<file path="src/rtl/i2c_seq_pkg.sv">
`timescale 1ns/1ps
package i2c_seq_pkg;
    localparam int CTL_W  = 5;
    localparam int KIND_W = 2;

    typedef enum logic [KIND_W-1:0] {
        RK_DATA   = 2'd0,
        RK_ADDR7  = 2'd1,
        RK_ADDR10 = 2'd2,
        RK_GCALL  = 2'd3
    } rx_kind_e;

    typedef enum logic [1:0] {
        SQ_IDLE   = 2'd0,
        SQ_WAIT   = 2'd1,
        SQ_MASTER = 2'd2
    } sq_state_e;

    typedef struct packed {
        logic int_flag;
        logic irq_en;
        logic gc_ack;
        logic data_ack;
        logic msel;
    } ctl_word_t;

    function automatic logic ack_pick(rx_kind_e k, logic dack, logic gcack,
                                      logic e7, logic e10);
        logic r;
        case (k)
            RK_DATA:   r = dack;
            RK_ADDR7:  r = e7;
            RK_ADDR10: r = e10;
            default:   r = gcack;
        endcase
        return r;
    endfunction
endpackage

</file>
<file path="src/rtl/i2c_master_seq.sv">
`timescale 1ns/1ps
module i2c_master_seq
    import i2c_seq_pkg::*;
(
    input  logic clk,
    input  logic rst,
    input  logic wr_en,
    input  logic wr_msel,
    input  logic int_flag,
    input  logic bus_busy,
    input  logic xmit_dir,
    input  logic slave_hit,
    input  logic arb_lost,
    output logic msel,
    output logic cmd_start,
    output logic cmd_stop,
    output logic arb_flag,
    output logic auto_clr
);
    sq_state_e state_q, state_d;
    logic start_d, stop_d, al_d;

    always_comb begin
        state_d = state_q;
        start_d = 1'b0;
        stop_d  = 1'b0;
        al_d    = arb_flag;
        case (state_q)
            SQ_IDLE: begin
                if (wr_en && wr_msel) begin
                    al_d = 1'b0;
                    if (!bus_busy) begin
                        state_d = SQ_MASTER;
                        start_d = 1'b1;
                    end else if (!xmit_dir) begin
                        state_d = SQ_WAIT;
                    end
                end
            end
            SQ_WAIT: begin
                if (wr_en && !wr_msel) begin
                    state_d = SQ_IDLE;
                end else if (slave_hit && xmit_dir) begin
                    state_d = SQ_IDLE;
                end else if (!bus_busy) begin
                    state_d = SQ_MASTER;
                    start_d = 1'b1;
                end
            end
            SQ_MASTER: begin
                if (arb_lost) begin
                    state_d = SQ_IDLE;
                    al_d    = 1'b1;
                end else if (wr_en && !wr_msel) begin
                    state_d = SQ_IDLE;
                    stop_d  = int_flag;
                end
            end
            default: state_d = SQ_IDLE;
        endcase
    end

    assign auto_clr = stop_d;
    assign msel     = (state_q != SQ_IDLE);

    always_ff @(posedge clk) begin
        if (rst) begin
            state_q   <= SQ_IDLE;
            cmd_start <= 1'b0;
            cmd_stop  <= 1'b0;
            arb_flag  <= 1'b0;
        end else begin
            state_q   <= state_d;
            cmd_start <= start_d;
            cmd_stop  <= stop_d;
            arb_flag  <= al_d;
        end
    end

    AST_MSEL_SW_SET: assert property (@(posedge clk) disable iff (rst)
        $rose(msel) |-> $past(wr_en && wr_msel));
    AST_START_BUS_FREE: assert property (@(posedge clk) disable iff (rst)
        cmd_start |-> $past(!bus_busy));
    AST_ARB_DROP: assert property (@(posedge clk) disable iff (rst)
        (state_q == SQ_MASTER && arb_lost) |=> (!msel && arb_flag));
    AST_DROP_TX_SLAVE: assert property (@(posedge clk) disable iff (rst)
        (state_q == SQ_WAIT && !wr_en && slave_hit && xmit_dir) |=> (!msel && !cmd_start));
endmodule

</file>
<file path="src/rtl/i2c_int_unit.sv">
`timescale 1ns/1ps
module i2c_int_unit (
    input  logic clk,
    input  logic rst,
    input  logic wr_en,
    input  logic wr_int,
    input  logic auto_clr,
    input  logic byte_done,
    input  logic msel,
    input  logic slave_hit,
    input  logic irq_en,
    output logic int_flag,
    output logic irq
);
    logic int_d;

    always_comb begin
        int_d = int_flag;
        if (auto_clr)
            int_d = 1'b0;
        else if (byte_done && (msel || slave_hit))
            int_d = 1'b1;
        else if (wr_en && !wr_int)
            int_d = 1'b0;
    end

    always_ff @(posedge clk) begin
        if (rst) int_flag <= 1'b0;
        else     int_flag <= int_d;
    end

    assign irq = int_flag & irq_en;

    AST_INT_SET: assert property (@(posedge clk) disable iff (rst)
        (byte_done && (msel || slave_hit) && !auto_clr) |=> int_flag);
    AST_INT_NO_SW_SET: assert property (@(posedge clk) disable iff (rst)
        $rose(int_flag) |-> $past(byte_done));
endmodule

</file>
<file path="src/rtl/i2c_ctl_seq.sv">
`timescale 1ns/1ps
module i2c_ctl_seq
    import i2c_seq_pkg::*;
(
    input  logic             clk,
    input  logic             rst,
    input  logic             wr_en,
    input  logic [CTL_W-1:0] wr_data,
    input  logic             bus_busy,
    input  logic             xmit_dir,
    input  logic             slave_hit,
    input  logic             arb_lost,
    input  logic             byte_done,
    input  logic [KIND_W-1:0] rx_kind,
    input  logic             en_addr7,
    input  logic             en_addr10,
    output logic [CTL_W-1:0] ctl_rd,
    output logic             cmd_start,
    output logic             cmd_stop,
    output logic             arb_lost_flag,
    output logic             ack_out,
    output logic             scl_hold,
    output logic             irq
);
    ctl_word_t wr_w;
    ctl_word_t rd_w;
    logic msel, int_flag, auto_clr;
    logic data_ack_q, gc_ack_q, irq_en_q;

    assign wr_w = ctl_word_t'(wr_data);

    always_ff @(posedge clk) begin
        if (rst) begin
            data_ack_q <= 1'b0;
            gc_ack_q   <= 1'b0;
            irq_en_q   <= 1'b0;
        end else if (wr_en) begin
            data_ack_q <= wr_w.data_ack;
            gc_ack_q   <= wr_w.gc_ack;
            irq_en_q   <= wr_w.irq_en;
        end
    end

    i2c_master_seq u_seq (
        .clk       (clk),
        .rst       (rst),
        .wr_en     (wr_en),
        .wr_msel   (wr_w.msel),
        .int_flag  (int_flag),
        .bus_busy  (bus_busy),
        .xmit_dir  (xmit_dir),
        .slave_hit (slave_hit),
        .arb_lost  (arb_lost),
        .msel      (msel),
        .cmd_start (cmd_start),
        .cmd_stop  (cmd_stop),
        .arb_flag  (arb_lost_flag),
        .auto_clr  (auto_clr)
    );

    i2c_int_unit u_int (
        .clk       (clk),
        .rst       (rst),
        .wr_en     (wr_en),
        .wr_int    (wr_w.int_flag),
        .auto_clr  (auto_clr),
        .byte_done (byte_done),
        .msel      (msel),
        .slave_hit (slave_hit),
        .irq_en    (irq_en_q),
        .int_flag  (int_flag),
        .irq       (irq)
    );

    assign ack_out  = ack_pick(rx_kind_e'(rx_kind), data_ack_q, gc_ack_q,
                               en_addr7, en_addr10);
    assign scl_hold = int_flag;

    always_comb begin
        rd_w.int_flag = int_flag;
        rd_w.irq_en   = irq_en_q;
        rd_w.gc_ack   = gc_ack_q;
        rd_w.data_ack = data_ack_q;
        rd_w.msel     = msel;
    end
    assign ctl_rd = rd_w;

    AST_STOP_CLEARS: assert property (@(posedge clk) disable iff (rst)
        cmd_stop |-> (!int_flag && !msel));
    AST_IRQ_HOLD: assert property (@(posedge clk) disable iff (rst)
        irq |-> scl_hold);
endmodule

</file>
<file path="config.mk">
export PLATFORM = sky130hd
export DESIGN_NAME = i2c_ctl_seq
export DESIGN_NICKNAME = d
export VERILOG_FILES = /design/src/rtl/i2c_seq_pkg.sv /design/src/rtl/i2c_master_seq.sv /design/src/rtl/i2c_int_unit.sv /design/src/rtl/i2c_ctl_seq.sv
export SDC_FILE = /design/constraint.sdc
export NUM_CORES = 1
export LEC_CHECK = 0
export CORE_MARGIN = 10
export CORE_UTILIZATION = 35
export DETAILED_ROUTE_END_ITERATION = 7
export PLACE_DENSITY = 0.75
export SYNTH_ARGS = -nofsm -noshare
export SYNTH_HDL_FRONTEND = slang
export SYNTH_SLANG_ARGS = --single-unit
</file>
<file path="constraint.sdc">
create_clock -name clk -period 1.6 [get_ports clk]
set_input_delay 0.32 -clock clk [delete_from_list [all_inputs] [get_ports clk]]
set_output_delay 0.32 -clock clk [all_outputs]
set_load 0.01 [all_outputs]
</file>
==> flow_metrics.tcl <==
set metrics [dict create \
    seq_area_frac_synth_pct 38.20 \
    area_growth_pct 66.31 \
    irDropWorstVdd_mv 0.4583 \
    synth_area_leaders "dfxtp_1 38%, buf_4 9.5%, mux2i_1 6.4%" \
    cap_violations 0 \
    worstMarginPinSlew_ns 0.3848 \
    netlist_top_cells_count "9 x dfxtp_1, 6 x buf_4, 4 x nand2b_1, 4 x nor2_1, 4 x o21ai_0" \
    fill_cells 116 \
    finalHoldViolCount 0 \
    endpoint_kind "primary output" \
    via_per_inst 4.854 \
    synthArstFlopShare_pct 0 \
    max_freq_mhz 649.6 \
    first_iter_violations 8 \
    synth_flop_cell "dfxtp_1" \
    use_met2_pct 13.79 \
    grt_pass1_vias 508 \
    fin_nets 99 \
    cts_buffer_depth 2 \
    cts_hold_buf 0 \
    critical_path_arrival_ns 1.22 \
    synth_area_leader_cell "dfxtp_1" \
    setup_viol 0 \
    place_inst 92 \
    yosysMostFrequentCell "dfxtp_1" \
    synthCells 51 \
    drcViolationCount 0 \
    clkTransAtPathRegs_ns 0.06 \
    synth_cell_type_count 24 \
    routabilityCongestion 0.7804 \
    grt_start_max_net_pins 11 \
    stdcell_count 96 \
    synthesis.area_um2 471.7 \
    tns_ns 0 \
    crit_required_ns 1.28 \
    slew_headroom_pct 74.26 \
    postSynthAreaPerCell_um2 9.249 \
    num_vias 466 \
    wirelength_um 1317 \
    drive_above_1_share_pct 19.75 \
    p_per_area_nw_per_um2 685.2 \
    min_path_type "reg2reg" \
    clock-sinks 9 \
    grtUsageMet3_pct 4.494 \
    finalCritPeriodShare_pct 96.22 \
    start_kind "flip-flop" \
    grt_antenna_before_repair 0 \
    ys_ff_latch 9 \
    p_leak_nw 0.3238 \
    port_buffers 27 \
    drt_pre_antenna_iters 4 \
    clock_skew_ns 0.002560 \
    cp_max_fo 2 \
    antenna_cells 0 \
    die_w_um 56.71 \
    maxSlewViolCount 0 \
    track_usage_pct 8.628 \
    grt_pass1_wl_um 2263 \
    die_area_um2 3216 \
    synth_nets 68 \
    routedWlPerCell_um 13.72 \
    initial_core_util_pct 36.71 \
    fin_crit_ns 1.539 \
    cts_tree "yes" \
    htreeDepth 1 \
    totalPowerFinal_w 0.0005375 \
    std_cell_rows 13 \
    numCtsBuffers 3 \
    crit_type "reg2out" \
    synth_top_cell_area_share_pct 38.20 \
    use_met1_pct 8.674 \
    dp_hpwl_um 1119 \
    die_h_um 56.71 \
    final_core_utilization_pct 61.05 \
    pin_count 28 \
    ys_warn_count 0 \
    coreArea_um2 1285 \
    grt_overflow_total 0 \
    cts_setup_buffers 0 \
    outcome "finished, final reports clean" \
    grt.busiest_layer "met2" \
    insertion_delay_ns 0.26 \
    rsz0062_at_grt "no" \
    ant_nets 0 \
    synth_edf_count 0 \
    clock-root-buffer "clkbuf_4" \
]
==> kinds of logic after synthesis <==
kind of cell    after synthesis  share of synthesized area (%)
compound gates               10                          15.91
buf+inv                       8                          11.14
flops                         9                          38.20
mux                           4                          11.14
simple gates                 20                          23.61
==> metal layers <==
metal | vias up | wire length (um)
met5 | - | 0
met4 | 0 | 25
met3 | 2 | 126
met2 | 19 | 645
met1 | 209 | 520
li1 | 236 | -
==> layout by cell type (no fill, tap or decap), types with 3 or more instances in the layout <==
master	instances
buf_4	6
clkbuf_4	3
clkdlybuf4s50_1	21
dfxtp_1	7
dlygate4sd2_1	4
mux2i_1	3
nand2_1	3
nand2b_1	4
nor2_1	4
o21ai_0	4
==> state kept, by name, summed over array words and instances (netlist names) <==
signal	count
gc_ack_q	1
irq_en_q	1
u_int.int_flag	1
u_seq.arb_flag	1
u_seq.cmd_start	1
data_ack_q	1
u_seq.state_q	2
u_seq.cmd_stop	1
==> report_power, final <==
part	internal, W	switching (W)	leakage, nW	total, W
clock	0.0000959	0.0000755	0.0150	0.000171
sequential	0.000234	0.00000685	0.0743	0.000241
combinational	0.0000813	0.0000440	0.234	0.000125
total	0.000411	0.000126	0.324	0.000538
==> per-stage QoR <==
| step | hold WS [ns] | setup WS, ns | area, um2 |
|---|---|---|---|
| 2_1_floorplan | 0.3960 | 0.4446 | 471.7 |
| 3_3_place_gp | 0.4846 | -0.4985 | 757.0 |
| 3_5_place_dp | 0.4835 | -0.5061 | 757.0 |
| 4_1_cts | 0.4911 | 0.003908 | 782.0 |
| 5_1_grt | 0.4995 | 0.009438 | 784.5 |
| 6_report | 0.4801 | 0.06055 | 784.5 |
==> cell type report <==
class | count | area [um2] | share of cell area (%)
inverter | 1 | 3.754 | 0.4785
sequential | 9 | 182.7 | 23.29
timing repair buffer | 33 | 314.1 | 40.03
clock buffer | 4 | 26.28 | 3.349
tap | 15 | 18.77 | 2.392
multi-input combinational | 34 | 239.0 | 30.46
==> worst paths after layout <==
kind | from | end | slack [ns] | cells past startpoint
max | gc_ack_q | ctl_rd[2] | 0.06 | 2
min | u_seq.state_q[1] | u_seq.cmd_start | 0.48 | 1
max reg2reg | u_seq.state_q[1] | u_seq.state_q[0] | 0.43 | 3
min reg2reg | u_seq.state_q[1] | u_seq.cmd_start | 0.48 | 1
==> critical path, cell delays in order (launching register included) <==
cell	delay, ns
dfxtp_1	0.33
buf_4	0.11
clkdlybuf4s50_1	0.53
==> what timing repair did <==
item,in CTS,in global routing
endpoints found under the setup margin,3,1
pin swaps,0,0
resized for setup,11,1
Note: power is estimated with default switching activity, not from simulation.
